[src/rtl/i2c_rs_pkg.sv]
package i2c_rs_pkg;

  typedef enum logic [3:0] {
    ST_IDLE,
    ST_ADDR,
    ST_SUB,
    ST_WDAT,
    ST_ACK,
    ST_FETCH,
    ST_TX,
    ST_MACK,
    ST_SKIP
  } rs_state_e;

endpackage

[src/rtl/i2c_rs_sync.sv]
module i2c_rs_sync #(
  parameter int SYNC_STAGES = 2
) (
  input  logic clk,
  input  logic rst_n,
  input  logic scl_i,
  input  logic sda_i,
  output logic sda_s,
  output logic scl_rise,
  output logic scl_fall,
  output logic start_det,
  output logic stop_det
);

  logic [SYNC_STAGES-1:0] scl_p, sda_p;
  logic scl_d, sda_d, scl_n;

  always_ff @(posedge clk or negedge rst_n) begin
    if (!rst_n) begin
      scl_p <= '1;
      sda_p <= '1;
      scl_d <= 1'b1;
      sda_d <= 1'b1;
    end else begin
      scl_p <= {scl_p[SYNC_STAGES-2:0], scl_i};
      sda_p <= {sda_p[SYNC_STAGES-2:0], sda_i};
      scl_d <= scl_p[SYNC_STAGES-1];
      sda_d <= sda_p[SYNC_STAGES-1];
    end
  end

  assign scl_n     = scl_p[SYNC_STAGES-1];
  assign sda_s     = sda_p[SYNC_STAGES-1];
  assign scl_rise  = scl_n & ~scl_d;
  assign scl_fall  = ~scl_n & scl_d;
  // SDA moving while SCL stays high frames the transfer
  assign start_det = scl_n & scl_d & sda_d & ~sda_s;
  assign stop_det  = scl_n & scl_d & ~sda_d & sda_s;

endmodule

[src/rtl/i2c_rs_regs.sv]
module i2c_rs_regs #(
  parameter int          N8     = 2,
  parameter int          N16    = 2,
  parameter logic [7:0]  BASE16 = 8'h10,
  parameter int          RD_LAT = 4
) (
  input  logic        clk,
  input  logic        rst_n,
  input  logic [7:0]  chk_sub,
  output logic        chk_ok,
  output logic        chk_wide,
  input  logic        wr_en,
  input  logic [7:0]  wr_sub,
  input  logic [15:0] wr_data,
  input  logic        rd_req,
  input  logic [7:0]  rd_sub,
  input  logic [1:0]  rd_idx,
  output logic        rd_valid,
  output logic [7:0]  rd_byte
);

  localparam int LW = $clog2(RD_LAT + 1);

  logic [N8-1:0][7:0]   r8v;
  logic [N16-1:0][15:0] r16v;
  logic [7:0]           sel;
  logic [7:0]           hold_q;
  logic [LW-1:0]        lat_cnt;
  logic                 narrow_hit, wide_hit;

  for (genvar g = 0; g < N8; g++) begin : g_r8
    logic [7:0] q;
    always_ff @(posedge clk or negedge rst_n) begin
      if (!rst_n)                            q <= '0;
      else if (wr_en && wr_sub == 8'(g))     q <= wr_data[7:0];
    end
    assign r8v[g] = q;
  end

  for (genvar g = 0; g < N16; g++) begin : g_r16
    logic [15:0] q;
    always_ff @(posedge clk or negedge rst_n) begin
      if (!rst_n)                                 q <= '0;
      else if (wr_en && wr_sub == 8'(BASE16 + g)) q <= wr_data;
    end
    assign r16v[g] = q;
  end

  // width table: which subaddresses exist and how many bytes each carries
  always_comb begin
    narrow_hit = 1'b0;
    wide_hit   = 1'b0;
    for (int i = 0; i < N8; i++)
      if (chk_sub == 8'(i)) narrow_hit = 1'b1;
    for (int i = 0; i < N16; i++)
      if (chk_sub == 8'(BASE16 + i)) wide_hit = 1'b1;
  end
  assign chk_ok   = narrow_hit | wide_hit;
  assign chk_wide = wide_hit;

  always_comb begin
    sel = 8'hFF;
    for (int i = 0; i < N8; i++)
      if (rd_sub == 8'(i) && rd_idx == 2'd0) sel = r8v[i];
    for (int i = 0; i < N16; i++) begin
      if (rd_sub == 8'(BASE16 + i) && rd_idx == 2'd0) sel = r16v[i][15:8];
      if (rd_sub == 8'(BASE16 + i) && rd_idx == 2'd1) sel = r16v[i][7:0];
    end
  end

  always_ff @(posedge clk or negedge rst_n) begin
    if (!rst_n) begin
      hold_q   <= '0;
      lat_cnt  <= '0;
      rd_valid <= 1'b0;
    end else if (rd_req) begin
      hold_q   <= sel;
      lat_cnt  <= LW'(RD_LAT);
      rd_valid <= 1'b0;
    end else if (lat_cnt != '0) begin
      lat_cnt  <= lat_cnt - LW'(1);
      rd_valid <= (lat_cnt == LW'(1));
    end else begin
      rd_valid <= 1'b0;
    end
  end

  assign rd_byte = hold_q;

endmodule

[src/rtl/i2c_rs_fsm.sv]
module i2c_rs_fsm
  import i2c_rs_pkg::*;
#(
  parameter logic [6:0] DEV_ADDR = 7'h45
) (
  input  logic        clk,
  input  logic        rst_n,
  input  logic        sda_s,
  input  logic        scl_rise,
  input  logic        scl_fall,
  input  logic        start_det,
  input  logic        stop_det,
  output logic [7:0]  chk_sub,
  input  logic        chk_ok,
  input  logic        chk_wide,
  output logic        wr_en,
  output logic [7:0]  wr_sub,
  output logic [15:0] wr_data,
  output logic        rd_req,
  output logic [7:0]  rd_sub,
  output logic [1:0]  rd_idx,
  input  logic        rd_valid,
  input  logic [7:0]  rd_byte,
  output logic        sda_oe,
  output logic        scl_oe
);

  rs_state_e  state, nxt_q;
  logic [3:0] cnt;
  logic [7:0] sh, sub, hi;
  logic [1:0] bidx;
  logic       wide, pend_wr, mack;

  always_ff @(posedge clk or negedge rst_n) begin
    if (!rst_n) begin
      state <= ST_IDLE;  nxt_q <= ST_IDLE;
      cnt <= '0;  sh <= '0;  sub <= '0;  hi <= '0;  bidx <= '0;
      wide <= 1'b0;  pend_wr <= 1'b0;  mack <= 1'b0;
      wr_en <= 1'b0;  wr_data <= '0;  rd_req <= 1'b0;
      sda_oe <= 1'b0;  scl_oe <= 1'b0;
    end else begin
      wr_en  <= 1'b0;
      rd_req <= 1'b0;
      if (start_det) begin
        state <= ST_ADDR;  cnt <= '0;  pend_wr <= 1'b0;
        sda_oe <= 1'b0;  scl_oe <= 1'b0;
      end else if (stop_det) begin
        state <= ST_IDLE;  pend_wr <= 1'b0;
        sda_oe <= 1'b0;  scl_oe <= 1'b0;
      end else begin
        unique case (state)
          ST_ADDR, ST_SUB, ST_WDAT: begin
            if (scl_rise && cnt < 4'd8) begin
              sh  <= {sh[6:0], sda_s};
              cnt <= cnt + 4'd1;
            end else if (scl_fall && cnt == 4'd8) begin
              cnt <= '0;
              if (state == ST_ADDR) begin
                if (sh[7:1] == DEV_ADDR) begin
                  sda_oe <= 1'b1;  state <= ST_ACK;  bidx <= '0;
                  nxt_q  <= sh[0] ? ST_FETCH : ST_SUB;
                end else begin
                  state <= ST_IDLE;
                end
              end else if (state == ST_SUB) begin
                state  <= ST_ACK;
                sda_oe <= chk_ok;
                if (chk_ok) begin
                  sub <= sh;  wide <= chk_wide;  bidx <= '0;  nxt_q <= ST_WDAT;
                end else begin
                  nxt_q <= ST_SKIP;
                end
              end else begin
                state <= ST_ACK;
                if (bidx == 2'd0 || (wide && bidx == 2'd1)) begin
                  sda_oe <= 1'b1;  nxt_q <= ST_WDAT;  bidx <= bidx + 2'd1;
                  if (wide && bidx == 2'd0) hi <= sh;
                  else begin
                    pend_wr <= 1'b1;
                    wr_data <= wide ? {hi, sh} : {8'h00, sh};
                  end
                end else begin
                  sda_oe <= 1'b0;  nxt_q <= ST_SKIP;
                end
              end
            end
          end
          ST_ACK: if (scl_fall) begin
            sda_oe <= 1'b0;
            state  <= nxt_q;
            if (pend_wr) begin wr_en <= 1'b1; pend_wr <= 1'b0; end
            if (nxt_q == ST_FETCH) begin rd_req <= 1'b1; scl_oe <= 1'b1; end
          end
          ST_FETCH: if (rd_valid) begin
            sh <= rd_byte;  sda_oe <= ~rd_byte[7];
            scl_oe <= 1'b0;  cnt <= '0;  state <= ST_TX;
          end
          ST_TX: if (scl_fall) begin
            cnt <= cnt + 4'd1;
            if (cnt == 4'd7) begin
              sda_oe <= 1'b0;  state <= ST_MACK;
            end else begin
              sda_oe <= ~sh[6];  sh <= {sh[6:0], 1'b0};
            end
          end
          ST_MACK: begin
            if (scl_rise) mack <= ~sda_s;
            else if (scl_fall) begin
              if (mack) begin
                if (bidx != 2'd3) bidx <= bidx + 2'd1;
                rd_req <= 1'b1;  scl_oe <= 1'b1;  state <= ST_FETCH;
              end else begin
                state <= ST_SKIP;
              end
            end
          end
          default: ;
        endcase
      end
    end
  end

  assign chk_sub = sh;
  assign wr_sub  = sub;
  assign rd_sub  = sub;
  assign rd_idx  = bidx;

endmodule

[src/rtl/i2c_regslave.sv]
module i2c_regslave #(
  parameter logic [6:0] DEV_ADDR    = 7'h45,
  parameter int         N8          = 2,
  parameter int         N16         = 2,
  parameter logic [7:0] BASE16      = 8'h10,
  parameter int         RD_LAT      = 4,
  parameter int         SYNC_STAGES = 2
) (
  input  logic clk,
  input  logic rst_n,
  input  logic scl_i,
  input  logic sda_i,
  output logic scl_drive_low,
  output logic sda_drive_low
);

  logic        sda_s, scl_rise, scl_fall, start_det, stop_det;
  logic [7:0]  chk_sub, wr_sub, rd_sub, rd_byte;
  logic        chk_ok, chk_wide, wr_en, rd_req, rd_valid;
  logic [15:0] wr_data;
  logic [1:0]  rd_idx;

  i2c_rs_sync #(.SYNC_STAGES(SYNC_STAGES)) u_sync (
    .clk(clk), .rst_n(rst_n), .scl_i(scl_i), .sda_i(sda_i),
    .sda_s(sda_s), .scl_rise(scl_rise), .scl_fall(scl_fall),
    .start_det(start_det), .stop_det(stop_det)
  );

  i2c_rs_fsm #(.DEV_ADDR(DEV_ADDR)) u_fsm (
    .clk(clk), .rst_n(rst_n), .sda_s(sda_s),
    .scl_rise(scl_rise), .scl_fall(scl_fall),
    .start_det(start_det), .stop_det(stop_det),
    .chk_sub(chk_sub), .chk_ok(chk_ok), .chk_wide(chk_wide),
    .wr_en(wr_en), .wr_sub(wr_sub), .wr_data(wr_data),
    .rd_req(rd_req), .rd_sub(rd_sub), .rd_idx(rd_idx),
    .rd_valid(rd_valid), .rd_byte(rd_byte),
    .sda_oe(sda_drive_low), .scl_oe(scl_drive_low)
  );

  i2c_rs_regs #(.N8(N8), .N16(N16), .BASE16(BASE16), .RD_LAT(RD_LAT)) u_regs (
    .clk(clk), .rst_n(rst_n),
    .chk_sub(chk_sub), .chk_ok(chk_ok), .chk_wide(chk_wide),
    .wr_en(wr_en), .wr_sub(wr_sub), .wr_data(wr_data),
    .rd_req(rd_req), .rd_sub(rd_sub), .rd_idx(rd_idx),
    .rd_valid(rd_valid), .rd_byte(rd_byte)
  );

endmodule

[config.mk]
export PLATFORM = sky130hd
export DESIGN_NAME = i2c_regslave
export DESIGN_NICKNAME = d
export VERILOG_FILES = /design/src/rtl/i2c_rs_pkg.sv /design/src/rtl/i2c_rs_sync.sv /design/src/rtl/i2c_rs_regs.sv /design/src/rtl/i2c_rs_fsm.sv /design/src/rtl/i2c_regslave.sv
export SDC_FILE = /design/constraint.sdc
export NUM_CORES = 1
export LEC_CHECK = 0
export ABC_AREA = 1
export BUFFER_PORTS_ARGS = -buffer_cell sky130_fd_sc_hd__clkbuf_2
export CORE_MARGIN = 5
export CORE_UTILIZATION = 25
export DETAILED_ROUTE_END_ITERATION = 16
export PLACE_DENSITY_LB_ADDON = 0.08
export SETUP_SLACK_MARGIN = 0.5
export SLEW_MARGIN = 20
export SYNTH_ARGS = -nofsm -noshare
export SYNTH_HDL_FRONTEND = slang
export SYNTH_HIERARCHICAL = 1
export SYNTH_SLANG_ARGS = --single-unit
[constraint.sdc]
create_clock -name clk -period 2.1 [get_ports clk]
set_input_delay 0 -clock clk [delete_from_list [all_inputs] [get_ports clk]]
set_output_delay 0 -clock clk [all_outputs]
set_load 0.02 [all_outputs]
==> run_results.csv <==
group,metric,value,unit
layout,diodes,0,
critical_path,cp_max_fo,4,
routing,vias_per_cell,4.27,
critical_path,critPathRequiredTime,2.40,ns
floorplanning,coreArea,27900,sq um
cts,cts_buffers,17,
yosys,synth_seq_cells,127,
timing,worstMarginPinSlew,0.570,ns
status,status,"completed",
routing,drt_iter0_drc,279,
grt,grt_max_degree,56,
layout,postLayoutCellArea,9130,sq um
cts,clk_pin_slew_worst_paths,0.06,ns
cts,cts_max_path_buffers,2,
layout,final_nets,917,
critical_path,cp.arrival,2.16,ns
placed_design,io_buffer_count,5,
critical_path,crit_type,"flip-flop to flip-flop",
cts,cts_sinks,127,
yosys,synth_top_area_frac,0.429,
layout,ff_latch_area,3200,sq um
layout,drive_above_1_share,0.392,
timing,hold_viol_final,0,
yosys,ys.flop_type,"dfrtp_1",
layout,multi_input_area,3730,sq um
placed_design,post_dp_cell_area,7580,sq um
yosys,syn_area_per_cell,8.38,sq um
grt,grt_pass1_wl,32.1,mm
yosys,yosysMostFrequentCell,"nand2_1",
yosys,synth-edff-count,0,
floorplanning,rows,61,
cts,cts_tree,"done",
critical_path,worst_setup_path_end_kind,"flip-flop",
yosys,synth_top_cell_by_area,"dfrtp_1",
yosys,async_reset_ff_frac,1.00,
critical_path,r2r-start,"u_sync/scl_d$_DFF_PN1_",
yosys,yosysWarnings,6,
routing,route.detailed.drc,0,
floorplanning,io_pins,6,
timing,fin_crit_sh,0.883,
placed_design,place_hpwl,14.3,mm
routing,ant_nets,0,
yosys,ys_top_cells_by_count,"nand2_1 (231), dfrtp_1 (121), inv_1 (88), o21ai_2 (71), nor2_1 (70)",
yosys,synth_nets,854,
critical_path,timing.critical_path.buf_inv,4,
layout,fin_util,0.328,
power,p_leak,4.11,nW
routing,vias,5521,
cts,cts-root-buf,"clkbuf_16",
timing,fin_crit,1.86,ns
yosys,syn_inst,842,
yosys,ys_seq_area_frac,0.452,
grt,grt_use_total,0.131,
timing,whs,0.126,ns
grt,grt_pass1_vias,5553,
floorplanning,dieHeight,178,um
timing,setup_viol,0,
timing,slew_viol_final,0,
grt,antenna_found_initial,0,
routing,dr.pass1.iters,4,
placed_design,gp_congestion,0.831,
critical_path,cp_slowest_cell,"dfstp_2",
grt,grt-ovfl-total,0,
critical_path,crit_path_start_kind,"flip-flop",
power,ir_drop,0.508,mV
floorplanning,initial_core_util,0.253,
timing,max_freq,0.539,GHz
floorplanning,die-area,31700,sq um
timing,tns,0,ns
timing,clock_skew,0.0139,ns
routing,wl_per_cell,15.8,um
yosys,yosys-top-cells-area,"dfrtp_1 (43%), nand2_1 (12%), o21ai_2 (8.8%)",
power,p_per_area,938,nW/um^2
yosys,syn-cell-area,7050,sq um
critical_path,crit_chain,"inv_2, nor2_4, nand2_2, nor2_4, buf_6, buf_12, nand4_4, clkbuf_16, nand2_2, o21ai_2",
critical_path,slowest_delay,0.58,ns
layout,fillers,2927,
routing,finalWirelength,20.5,mm
yosys,synth_cell_types,45,
critical_path,crit_start,"u_sync/scl_d$_DFF_PN1_",
cts,clk_latency,0.42,ns
floorplanning,die_x,178,um
critical_path,cp_top_family,"simple AND/OR/NAND/NOR gates",
cts,htree_levels,4,
timing,rsz0062_at_grt,"true",
worst_hold_path,min_path_type,"input port to async pin",
layout,area_growth,29.5,%
timing,max-slew-margin-rel,0.620,
job,drv_cap,0,
## worst paths after layout
path,to,slack [ns],cells after the start
hold / removal,u_regs/g_r8[1].q[3]$_DFFE_PN0P_,0.13,2
setup reg to reg,u_fsm/wide$_DFFE_PN0P_,0.24,10
hold reg to reg,u_sync/sda_p[1]$_DFF_PN1_,0.36,0
min in group clk,u_sync/sda_p[0]$_DFF_PN1_,0.22,2
max in group asynchronous,u_sync/scl_p[0]$_DFF_PN1_,1.25,3
setup / recovery,u_fsm/wide$_DFFE_PN0P_,0.24,10
## layer usage
metal  routed length, um  share of wire  global-route usage
met1                9920           0.48               0.177
met2               10000           0.49               0.214
met3                 357          0.017              0.0264
met4                 191         0.0093              0.0358
met5                   0              0                   0
## cell families after synthesis
kind of cell | Yosys count | share of synthesized area
flip-flops | 127 | 0.452
XOR/XNOR | 1 | 0.00124
AO/OA/AOI/OAI | 126 | 0.134
AND/OR/NAND/NOR | 455 | 0.310
buffers and inverters | 125 | 0.0891
adder cells (fa/ha/maj) | 8 | 0.0142
## through the flow
step	cells	power [W]	setup WS (ns)
floorplan	842	0.00442	0.394
global placement	1222	0.00514	0.231
detailed placement	1222	0.00512	0.204
CTS	1274	0.00853	0.304
global route	1294	0.00913	0.175
finish	1294	0.00857	0.245
## repair_timing
action / in CTS / in global routing
endpoints found under the hold margin: 78 / 0
resized for setup: 43 / 111
hold buffers: 3 / 0
setup buffers: 18 / 14
cloned: 1 / 6
endpoints found under the setup margin: 95 / 106
pin swaps: 22 / 36
## report_power, final
part           switching, W  internal [W]  total [W]
combinational       0.00170      0.000979    0.00268
sequential         0.000202       0.00261    0.00281
clock               0.00118       0.00190    0.00307
total               0.00308       0.00549    0.00857
## registers in the layout, summed over array words and instances (netlist names), 2 cells and up
name / count
u_regs/lat_cnt: 3
u_fsm/nxt_q: 4
u_fsm/wr_data: 16
u_fsm/rd_idx: 2
u_fsm/chk_sub: 8
u_fsm/rd_sub: 8
u_fsm/cnt: 4
u_fsm/hi: 8
u_regs/rd_byte: 8
u_fsm/state: 4
u_regs/g_r8.q: 16
u_regs/g_r16.q: 32
u_sync/scl_p: 2
u_sync/sda_p: 2
## worst reg2reg max path: stages, from the launching register on
cell and delay, ns:
dfstp_2 0.58, inv_2 0.05, nor2_4 0.12, nand2_2 0.08, nor2_4 0.16, buf_6 0.14, buf_12 0.11, nand4_4 0.16
clkbuf_16 0.23, nand2_2 0.06, o21ai_2 0.05
## placed cells by master (no fill, tap or decap), types with 5 or more instances in the layout
cell type   instances
buf_4              42
ha_1                8
dfrtp_2             9
nand2_2            50
o21ai_0            14
or2_4               7
nor2_2             19
nand3_1            51
inv_1              76
a21oi_1             6
nor2_4             23
buf_12              8
clkinvlp_4          5
nor2_1             49
nand4_1             7
dfrtp_1           112
clkbuf_16          21
nand3_2            10
inv_2              17
nand3b_1           13
nand2_1           182
nand2_4            25
buf_6              11
o21a_1              6
o21ai_1            14
dfstp_2             6
o21ai_2            75
## final cells by class
type | count | area share
multi-input combinational | 591 | 0.409
sequential | 127 | 0.350
timing repair buffer | 73 | 0.0837
tap | 378 | 0.0518
clock buffer | 18 | 0.0481
inverter | 95 | 0.0399
clock inverter | 12 | 0.0179
No activity file was read; power rests on OpenSTA's default activity.
